### src/rtl/spireg_pkg.sv
package spireg_pkg;
    localparam int BYTE_W = 8;
    localparam int ADDR_W = 7;

    typedef enum logic [2:0] {
        ST_IDLE,
        ST_CMD,
        ST_WDATA,
        ST_PAGE,
        ST_RDATA,
        ST_DROP
    } ctl_state_t;
endpackage

### src/rtl/spireg_shifter.sv
module spireg_shifter #(
    parameter int SYNC_STAGES = 2
) (
    input  logic                         clk,
    input  logic                         rst_n,
    input  logic                         sclk,
    input  logic                         cs_n,
    input  logic                         mosi,
    input  logic [spireg_pkg::BYTE_W-1:0] tx_byte,
    output logic                         sel,
    output logic                         rx_valid,
    output logic [spireg_pkg::BYTE_W-1:0] rx_byte,
    output logic                         miso
);
    localparam int BW    = spireg_pkg::BYTE_W;
    localparam int CNT_W = $clog2(BW);

    logic [SYNC_STAGES-1:0] sclk_sy, cs_sy, mosi_sy;
    logic                   sclk_q;
    logic                   sclk_s, mosi_s;
    logic                   rise, fall;
    logic [CNT_W-1:0]       bit_cnt;
    logic [BW-1:0]          rx_sh, tx_sh;

    assign sclk_s = sclk_sy[SYNC_STAGES-1];
    assign mosi_s = mosi_sy[SYNC_STAGES-1];
    assign sel    = ~cs_sy[SYNC_STAGES-1];
    assign rise   = sel & sclk_s & ~sclk_q;
    assign fall   = sel & ~sclk_s & sclk_q;
    assign miso   = tx_sh[BW-1];

    always_ff @(posedge clk or negedge rst_n) begin
        if (!rst_n) begin
            sclk_sy  <= '0;
            cs_sy    <= '1;
            mosi_sy  <= '0;
            sclk_q   <= 1'b0;
            bit_cnt  <= '0;
            rx_sh    <= '0;
            tx_sh    <= '0;
            rx_valid <= 1'b0;
            rx_byte  <= '0;
        end else begin
            sclk_sy  <= {sclk_sy[SYNC_STAGES-2:0], sclk};
            cs_sy    <= {cs_sy[SYNC_STAGES-2:0], cs_n};
            mosi_sy  <= {mosi_sy[SYNC_STAGES-2:0], mosi};
            sclk_q   <= sclk_s;
            rx_valid <= 1'b0;
            if (!sel) begin
                bit_cnt <= '0;
                rx_sh   <= '0;
                tx_sh   <= '0;
            end else begin
                if (rise) begin
                    rx_sh <= {rx_sh[BW-2:0], mosi_s};
                    if (bit_cnt == CNT_W'(BW-1)) begin
                        bit_cnt  <= '0;
                        rx_valid <= 1'b1;
                        rx_byte  <= {rx_sh[BW-2:0], mosi_s};
                    end else begin
                        bit_cnt <= bit_cnt + 1'b1;
                    end
                end
                if (fall) begin
                    if (bit_cnt == '0) begin
                        tx_sh <= tx_byte;
                    end else begin
                        tx_sh <= {tx_sh[BW-2:0], 1'b0};
                    end
                end
            end
        end
    end
endmodule

### src/rtl/spireg_ctrl.sv
module spireg_ctrl #(
    parameter int PAGE_W = 1
) (
    input  logic                          clk,
    input  logic                          rst_n,
    input  logic                          sel,
    input  logic                          rx_valid,
    input  logic [spireg_pkg::BYTE_W-1:0] rx_byte,
    output spireg_pkg::ctl_state_t        state,
    output logic                          wr_en,
    output logic [spireg_pkg::ADDR_W-1:0] addr,
    output logic [spireg_pkg::BYTE_W-1:0] wr_data,
    output logic                          pg_wr,
    output logic [PAGE_W-1:0]             pg_data,
    output logic                          tx_sel
);
    import spireg_pkg::*;

    ctl_state_t        st_q, st_d;
    logic [ADDR_W-1:0] addr_q;

    // state register
    always_ff @(posedge clk or negedge rst_n) begin
        if (!rst_n) begin
            st_q <= ST_IDLE;
        end else begin
            st_q <= st_d;
        end
    end

    // next state
    always_comb begin
        st_d = st_q;
        if (!sel) begin
            st_d = ST_IDLE;
        end else begin
            unique case (st_q)
                ST_IDLE:  st_d = ST_CMD;
                ST_CMD: begin
                    if (rx_valid) begin
                        if (rx_byte == '0)     st_d = ST_PAGE;
                        else if (rx_byte[0])   st_d = ST_RDATA;
                        else                   st_d = ST_WDATA;
                    end
                end
                ST_WDATA: if (rx_valid) st_d = ST_DROP;
                ST_PAGE:  if (rx_valid) st_d = ST_DROP;
                ST_RDATA: st_d = ST_RDATA;
                ST_DROP:  st_d = ST_DROP;
                default:  st_d = ST_IDLE;
            endcase
        end
    end

    // address register: latched from the command, advanced per read byte
    always_ff @(posedge clk or negedge rst_n) begin
        if (!rst_n) begin
            addr_q <= '0;
        end else if (rx_valid && st_q == ST_CMD) begin
            addr_q <= rx_byte[BYTE_W-1:1];
        end else if (rx_valid && st_q == ST_RDATA) begin
            addr_q <= addr_q + 1'b1;
        end
    end

    // outputs
    always_comb begin
        state   = st_q;
        addr    = addr_q;
        wr_data = rx_byte;
        pg_data = rx_byte[PAGE_W-1:0];
        wr_en   = sel && rx_valid && (st_q == ST_WDATA);
        pg_wr   = sel && rx_valid && (st_q == ST_PAGE);
        tx_sel  = (st_q == ST_RDATA);
    end

    p_one_write_r2: assert property (@(posedge clk) disable iff (!rst_n)
        wr_en |=> (st_q == ST_DROP || st_q == ST_IDLE));

    p_addr_step_r4: assert property (@(posedge clk) disable iff (!rst_n)
        (rx_valid && st_q == ST_RDATA) |=> (addr_q == $past(addr_q) + 1'b1));
endmodule

### src/rtl/spireg_bank.sv
module spireg_bank #(
    parameter int NPAGES = 2,
    parameter int PAGE_W = 1
) (
    input  logic                          clk,
    input  logic                          rst_n,
    input  logic                          sel,
    input  logic                          wr_en,
    input  logic [spireg_pkg::ADDR_W-1:0] addr,
    input  logic [spireg_pkg::BYTE_W-1:0] wr_data,
    input  logic                          pg_wr,
    input  logic [PAGE_W-1:0]             pg_data,
    output logic [spireg_pkg::BYTE_W-1:0] rdata
);
    localparam int DW    = spireg_pkg::BYTE_W;
    localparam int DEPTH = 1 << spireg_pkg::ADDR_W;

    logic [PAGE_W-1:0] page_q;
    logic [DW-1:0]     page_rd [NPAGES];

    always_ff @(posedge clk or negedge rst_n) begin
        if (!rst_n) begin
            page_q <= '0;
        end else if (pg_wr) begin
            page_q <= pg_data;
        end
    end

    for (genvar p = 0; p < NPAGES; p++) begin : g_page
        logic [DW-1:0] regs [DEPTH];

        always_ff @(posedge clk or negedge rst_n) begin
            if (!rst_n) begin
                for (int i = 0; i < DEPTH; i++) regs[i] <= '0;
            end else if (wr_en && page_q == PAGE_W'(p)) begin
                regs[addr] <= wr_data;
            end
        end

        assign page_rd[p] = regs[addr];
    end

    assign rdata = (addr == '0) ? DW'(page_q) : page_rd[page_q];

    p_page_hold_r5: assert property (@(posedge clk) disable iff (!rst_n)
        !pg_wr |=> $stable(page_q));

    p_write_in_window_r8: assert property (@(posedge clk) disable iff (!rst_n)
        (wr_en || pg_wr) |-> sel);
endmodule

### src/rtl/spireg_slave.sv
module spireg_slave #(
    parameter int NPAGES      = 2,
    parameter int SYNC_STAGES = 2
) (
    input  logic clk,
    input  logic rst_n,
    input  logic sclk,
    input  logic cs_n,
    input  logic mosi,
    output logic miso
);
    import spireg_pkg::*;

    localparam int PAGE_W = (NPAGES > 1) ? $clog2(NPAGES) : 1;

    logic              sel, rx_valid, wr_en, pg_wr, tx_sel;
    logic [BYTE_W-1:0] rx_byte, wr_data, rdata, tx_byte;
    logic [ADDR_W-1:0] addr;
    logic [PAGE_W-1:0] pg_data;
    ctl_state_t        state;

    spireg_shifter #(.SYNC_STAGES(SYNC_STAGES)) u_shift (
        .clk      (clk),
        .rst_n    (rst_n),
        .sclk     (sclk),
        .cs_n     (cs_n),
        .mosi     (mosi),
        .tx_byte  (tx_byte),
        .sel      (sel),
        .rx_valid (rx_valid),
        .rx_byte  (rx_byte),
        .miso     (miso)
    );

    spireg_ctrl #(.PAGE_W(PAGE_W)) u_ctrl (
        .clk      (clk),
        .rst_n    (rst_n),
        .sel      (sel),
        .rx_valid (rx_valid),
        .rx_byte  (rx_byte),
        .state    (state),
        .wr_en    (wr_en),
        .addr     (addr),
        .wr_data  (wr_data),
        .pg_wr    (pg_wr),
        .pg_data  (pg_data),
        .tx_sel   (tx_sel)
    );

    spireg_bank #(.NPAGES(NPAGES), .PAGE_W(PAGE_W)) u_bank (
        .clk     (clk),
        .rst_n   (rst_n),
        .sel     (sel),
        .wr_en   (wr_en),
        .addr    (addr),
        .wr_data (wr_data),
        .pg_wr   (pg_wr),
        .pg_data (pg_data),
        .rdata   (rdata)
    );

    assign tx_byte = tx_sel ? rdata : '0;

    p_cmd_quiet_r3: assert property (@(posedge clk) disable iff (!rst_n)
        (state == ST_CMD || state == ST_IDLE) |-> !miso);
endmodule

### config.mk
export PLATFORM = sky130hd
export DESIGN_NAME = spireg_slave
export DESIGN_NICKNAME = d
export VERILOG_FILES = /design/src/rtl/spireg_pkg.sv /design/src/rtl/spireg_shifter.sv /design/src/rtl/spireg_ctrl.sv /design/src/rtl/spireg_bank.sv /design/src/rtl/spireg_slave.sv
export SDC_FILE = /design/constraint.sdc
export NUM_CORES = 2
export LEC_CHECK = 0
export BUFFER_PORTS_ARGS = -buffer_cell sky130_fd_sc_hd__buf_2
export CORE_UTILIZATION = 60
export DETAILED_ROUTE_END_ITERATION = 10
export GPL_ROUTABILITY_DRIVEN = 0
export PLACE_DENSITY_LB_ADDON = 0.15
export SKIP_CTS_REPAIR_TIMING = 1
export SLEW_MARGIN = 20
export SYNTH_ARGS = -nofsm -noshare
export SYNTH_HDL_FRONTEND = slang
export SYNTH_HIERARCHICAL = 1
export SYNTH_SLANG_ARGS = --single-unit
export TNS_END_PERCENT = 100
### constraint.sdc
create_clock -name clk -period 3.35 [get_ports clk]
set_input_delay 0.67 -clock clk [delete_from_list [all_inputs] [get_ports clk]]
set_output_delay 0.67 -clock clk [all_outputs]
set_load 0.01 [all_outputs]
# Word-level counts from Yosys, hierarchy flattened
# Cells that the tools add are included.
# W data, S select, Z words.
dict set report totals {
  ff_bits 2093
  inputBits 5
}
dict set report op_classes {
  n_addsub 2
  order_cmp 3
  n_eq_ne 8
  mux 34
  n_bitwise 10
  reduce_logical 18
}
# op count
set op_table {}
lappend op_table {{$bwmux W1024} 2}
lappend op_table {{$bmux W8 S7} 2}
lappend op_table {{$mux W8} 13}
lappend op_table {{$demux W8 S7} 1}
lappend op_table {{$mux W7} 4}
lappend op_table {{$mux W3} 8}
lappend op_table {{$pmux W3 S5} 1}
lappend op_table {{$eq A3 B3 Y1 const B} 3}
lappend op_table {{$ge A8 B8 Y1 const B} 1}
lappend op_table {{$logic_and A1 B1 Y1} 8}
lappend op_table {{$logic_not A8 Y1} 1}
lappend op_table {{$lt A8 B1 Y1 const B} 1}
lappend op_table {{$not A7 Y8} 1}
lappend op_table {{$add A7 B1 Y7 const B} 1}
lappend op_table {{$logic_not A7 Y1} 1}
lappend op_table {{$eq A3 B2 Y1 const B} 2}
lappend op_table {{$logic_not A3 Y1} 2}
lappend op_table {{$reduce_bool A2 Y1} 3}
lappend op_table {{$and A1 B1 Y1} 4}
lappend op_table {{$not A1 Y1} 4}
lappend op_table {{$add A3 B1 Y3 const B} 1}
lappend op_table {{$eq A3 B1 Y1 const B} 1}
lappend op_table {{$mux W1} 3}
lappend op_table {{$ne A3 B1 Y1 const B} 1}
lappend op_table {{other kinds (6)} 6}

# Logic depth before layout (Yosys ltp)
dict set report logic_depth {
  depth_word 12
  ltp_mapped 16
  mapped_depth_nobuf 10
}

# Hierarchy
# Netlist, hierarchy kept.
# mod instances cells_per_inst area_each_um2 seq_area_each_um2
set modules_own_cells {}
lappend modules_own_cells {spireg_bank 1 6758 94339.2 51249.2}
lappend modules_own_cells {spireg_shifter 1 106 1380.1 853.3}
lappend modules_own_cells {spireg_ctrl 1 75 655.6 250.2}
lappend modules_own_cells {spireg_slave 1 8 50.0 0.0}

# Worst setup path after synthesis
# OpenSTA, ideal clock, no wires.
dict set report synth_timing {
  kind {register -> register}
  startpoint {reg u_ctrl.addr_q[2] (netlist: u_ctrl/addr[2])}
  endpoint {reg u_shift.tx_sh[5]}
  setup_ns 0.128
  t_arrival_ns 2.660
  t_required_ns 3.222
  setup_slack_ns 0.562
  stages_incl_launch_ff 13
  path_buffers 3
  synth_period_minus_slack_ns 2.788
  cell_sequence {dfrtp_1 > buf_4 > buf_2 > clkbuf_1 > mux4_2 > nand2_1 > a31oi_1 > a2111oi_0 > a31oi_1 > or3_1 > and2_1 > mux2i_1 > o2bb2ai_1}
}
dict set report synth_between {
  elab_chain_cells 12
  word_cells_on_any_way 16
}
# element line_no
set synth_rtl {}
lappend synth_rtl {{from (decl)} spireg_ctrl.sv:20} ;# logic [ADDR_W-1:0] addr_q;
lappend synth_rtl {{from (signal assigned)} spireg_ctrl.sv:60} ;# addr_q <= rx_byte[BYTE_W-1:1];
lappend synth_rtl {{from (signal assigned)} spireg_ctrl.sv:62} ;# addr_q <= addr_q + 1'b1;
lappend synth_rtl {{$not A7 Y8 (implied by the code)} spireg_bank.sv:40} ;# assign page_rd[p] = regs[addr];
lappend synth_rtl {{$bmux W8 S7} spireg_bank.sv:40}
lappend synth_rtl {{$mux W8 (implied by the code) (2 in series)} spireg_bank.sv:40}
lappend synth_rtl {{$mux W8 (implied by the code) (3 in series)} spireg_bank.sv:43} ;# assign rdata = (addr == '0) ? DW'(page_q) : page_rd[page_q];
lappend synth_rtl {{$mux W8 (*)} spireg_bank.sv:43}
lappend synth_rtl {{via rdata[5]} spireg_slave.sv:17} ;# logic [BYTE_W-1:0] rx_byte, wr_data, rdata, tx_byte;
lappend synth_rtl {{$mux W8 (*)} spireg_slave.sv:62} ;# assign tx_byte = tx_sel ? rdata : '0;
lappend synth_rtl {{via tx_byte[5]} spireg_slave.sv:17}
lappend synth_rtl {{$mux W8 (*)} spireg_shifter.sv:65} ;# if (bit_cnt == '0) begin
lappend synth_rtl {{$mux W8 (*)} spireg_shifter.sv:64} ;# if (fall) begin
lappend synth_rtl {{$mux W8 (*)} spireg_shifter.sv:49} ;# if (!sel) begin
lappend synth_rtl {{to (signal assigned)} spireg_shifter.sv:66} ;# tx_sh <= tx_byte;
lappend synth_rtl {{to (signal assigned)} spireg_shifter.sv:68} ;# tx_sh <= {tx_sh[BW-2:0], 1'b0};
lappend synth_rtl {{to (decl)} spireg_shifter.sv:23} ;# logic [BW-1:0] rx_sh, tx_sh;
# Mark *: on every way through the listed nets, which the timed path passes. The rest lies on a longest branch. The select of a mux whose other input is x is not followed.
# A chain may end at the register's enable or synchronous reset.

# Worst setup path in the final report
dict set report layout_timing {
  startpoint {reg u_ctrl.addr_q[5] (netlist: u_ctrl/addr[5])}
  endpoint {reg u_shift.tx_sh[3]}
}
# The elaborated chain is that of the path after synthesis.

==> flow_metrics.py <==
metrics = {
    "synth": {
        "ys_seq_area_share_pct": 54.29,
        "synthSimpleGateAreaFrac_pct": 3.805,
        "ys_async_sr_fraction_pct": 100.0,
        "synth_top_family_by_area": "multiplexers",
        "synth_area_per_cell_sq_um": 13.88,
        "synthDistinctLibCells": 86,
        "synth_compound_area_share_pct": 6.872,
        "ys_seq_elements": 2092,
        "netlist_instances": 6947,
        "synth-main-ff-cell": "dfrtp_1",
        "netlist_area_sq_um": 96420,
        "synthAdderAreaFrac_pct": 0.05190,
        "synth_nets": 6956,
        "synthMuxAreaShare_pct": 32.01,
        "synth_edf_count": 0,
        "yosys_warnings": 6,
        "synth_xor_area_share_pct": 0.05450,
    },
    "detailed_routing": {
        "remaining_drc_errors": 0,
        "drtAntennaViolNets": 0,
        "dr.pass1.iters": 9,
        "drt-initial-drc-count": 7540,
        "wl_mm": 323.4,
        "via_count": 67089,
        "viasPerCell": 6.865,
        "drt-wirelength-per-cell_um": 33.09,
    },
    "placed_design": {
        "dp.final_hpwl_mm": 215.0,
        "place_worst_setup_slack_ns": -0.5625,
        "placed_area_sq_um": 104700,
        "portBuffers": 5,
    },
    "timing": {
        "fin_crit_ns": 3.682,
        "rsz0062_at_grt": "true",
        "slew_headroom_pct": 20.99,
        "clock_skew_ns": 0.03474,
        "hold_viol_final": 0,
        "setup_ws_ns": -0.3319,
        "setup_violations": 8,
        "period_share_pct": 109.9,
        "slew_violations": 0,
        "fmax_mhz": 271.6,
        "worst_slew_pin_slew_ns": 1.185,
    },
    "cells_and_area": {
        "fillers": 10693,
        "layout_common_cells": "mux2_2 (2168), dfrtp_1 (2077), buf_4 (710)",
        "drive_gt1_share_pct": 49.74,
        "utilization_pct": 71.18,
        "layout-area-overhead-vs-synth_pct": 17.32,
        "final_common_cell": "mux2_2",
        "stdcell_area_sq_um": 113100,
        "fin_nets": 7526,
    },
    "clocking": {
        "cts_buffer_depth": 3,
        "clk_latency_ns": 0.88,
        "ctsHtreeMaxLevel": 4,
        "cts_tree": "built",
        "clkTransAtPathRegs_ns": 0.07,
        "clock-sinks": 2092,
        "cts-root-buf": "clkbuf_16",
        "cts_buffers": 214,
    },
    "global_route": {
        "grt_max_degree": 116,
        "grt_pass1_vias": 68095,
        "track_usage_pct": 39.55,
        "grt_pass1_wl_mm": 470.9,
        "antenna_found_initial": 16,
        "grt_overflow_total": 0,
    },
    "die": {
        "die_x_um": 402.9,
        "start_util_pct": 60.67,
        "fp.dieH_um": 402.9,
        "io_pins": 6,
        "die_area_sq_um": 162300,
        "core_sq_um": 158900,
        "num_rows": 146,
    },
    "critical_path": {
        "crit-reg2reg-launch": "u_ctrl/addr[5]",
        "required_ns": 4.07,
        "cp_max_fo": 10,
        "endpoint_kind": "register",
        "worstPathArrival_ns": 4.40,
        "ff2ff_path_depth": 12,
        "r2r-end": "u_shift/tx_sh[3]",
        "worstSetupPathType": "reg2reg",
        "worst_setup_path_start_kind": "register",
        "reg2reg_slack_ns": -0.33,
    },
    "pwr": {
        "vdd_drop_max_mv": 0.5863,
        "p_leak_nw": 53.40,
        "p_per_area_nw_per_um2": 439.7,
    },
    "status": {
        "status": "finished with violations",
        "violations": "setup timing",
    },
    "min_path": {
        "worstHoldPathCells": 0,
        "hp-class": "reg2reg",
        "hp-start": "u_shift/cs_sy[0]",
        "holdPathEnd": "u_shift/cs_sy[1]",
    },
    "flow_run": {
        "drv_cap": 0,
    },
}
-- worst max-delay path by stage --
stage | cells after the start | slack, ns | from | end
2_1_floorplan | 12 | 0.56 | u_ctrl/addr[2] | u_shift/tx_sh[5]
3_3_place_gp | 13 | -0.56 | u_ctrl/addr[1] | u_shift/tx_sh[0]
3_5_place_dp | 13 | -0.56 | u_ctrl/addr[0] | u_shift/tx_sh[3]
4_1_cts | 13 | -0.59 | u_ctrl/addr[0] | u_shift/tx_sh[3]
5_1_grt | 14 | -0.30 | u_ctrl/addr[1] | u_shift/tx_sh[5]
6_report | 12 | -0.33 | u_ctrl/addr[5] | u_shift/tx_sh[3]
-- power breakdown --
part	internal [mW]	switching (mW)
combinational	0.107	0.560
clock	13.6	10.2
sequential	25.3	0.00555
total	38.9	10.8
-- through the flow --
stage / setup TNS [ns] / hold slack [ns] / std cells / power [mW]
final: -2.069 / 0.3404 / 9772 / 49.74
after global routing: -2.045 / 0.3496 / 9765 / 51.01
after CTS: -3.251 / -0.1672 / 9696 / 49.94
after detailed placement: -2.879 / 0.3364 / 9307 / 26.43
after global placement: -2.760 / 0.3345 / 9307 / 26.42
after floorplan: 0 / 0.3312 / 6947 / 25.77
-- cell type report --
class                      instances  area (sq um)  area share (%)
sequential                      2092         52400           46.32
inverter                          13         58.81         0.05198
clock inverter                    55         591.8          0.5231
tap                             2072          2592           2.292
multi-input combinational       4291         41980           37.11
clock buffer                     334          6401           5.658
antenna                           10         25.02         0.02212
timing repair buffer             905          9075           8.022
-- registers in the layout, indices dropped and copies added, names as in the netlist --
name and count:
u_bank/g_page.regs 2047, u_bank/page_q 1, u_ctrl/addr 7, u_ctrl/state 3, u_shift/bit_cnt 3, u_shift/cs_sy 2
u_shift/mosi_sy 2, u_shift/rx_byte 8, u_shift/rx_sh 7, u_shift/rx_valid 1, u_shift/sclk_q 1, u_shift/sclk_sy 2
u_shift/tx_sh 8
-- per-layer routing --
| layer | part of all wire [%] | GRT usage [%] | vias to the layer above |
|---|---|---|---|
| li1 | - | - | 26919 |
| met2 | 44 | 58.37 | 3874 |
| met5 | 0.051 | 0.3568 | - |
| met4 | 6.3 | 21.01 | 16 |
| met1 | 39 | 53.57 | 35272 |
| met3 | 11 | 10.77 | 1008 |
-- synth_stat cells (29+ instances only) --
library cell / number / area (sq um)
a21oi_1: 153 / 765.7
a221o_1: 62 / 620.6
a221oi_1: 118 / 1033
a22o_1: 30 / 262.8
a22oi_1: 124 / 930.9
a31oi_1: 34 / 212.7
buf_2: 127 / 635.6
buf_4: 48 / 360.4
buf_6: 47 / 529.3
clkbuf_1: 311 / 1167
dfrtp_1: 2090 / 52300
mux2_2: 2170 / 24440
mux2i_1: 267 / 2673
mux4_2: 154 / 3468
nand2_1: 333 / 1250
nand3_1: 29 / 145.1
nor2_1: 158 / 593.1
nor2_2: 109 / 681.9
o211ai_1: 31 / 232.7
o21ai_0: 108 / 540.5
o2bb2ai_1: 74 / 648.1
-- worst max-delay path, cell delays in order, from the launching register on --
cell	delay, ns
dfrtp_1	0.56
buf_4	0.21
nand2b_1	0.24
nand2b_1	0.47
buf_4	0.34
o21ai_0	0.26
buf_4	0.25
a21oi_1	0.25
nand4_1	0.23
a22o_1	0.29
and2_1	0.15
mux2i_1	0.15
o2bb2ai_1	0.09
-- kinds of logic (layout without fill, tap and decap cells) --
kind of cell | Yosys count | in the layout
AND/OR/NAND/NOR | 769 | 770
other | 0 | 10
adder cells (fa/ha/maj) | 4 | 4
buffers and inverters | 565 | 1307
multiplexers | 2613 | 2613
AO/OA/AOI/OAI | 898 | 898
flip-flops | 2092 | 2092
XOR/XNOR | 6 | 6
Note: power is estimated with default switching activity, not from simulation.
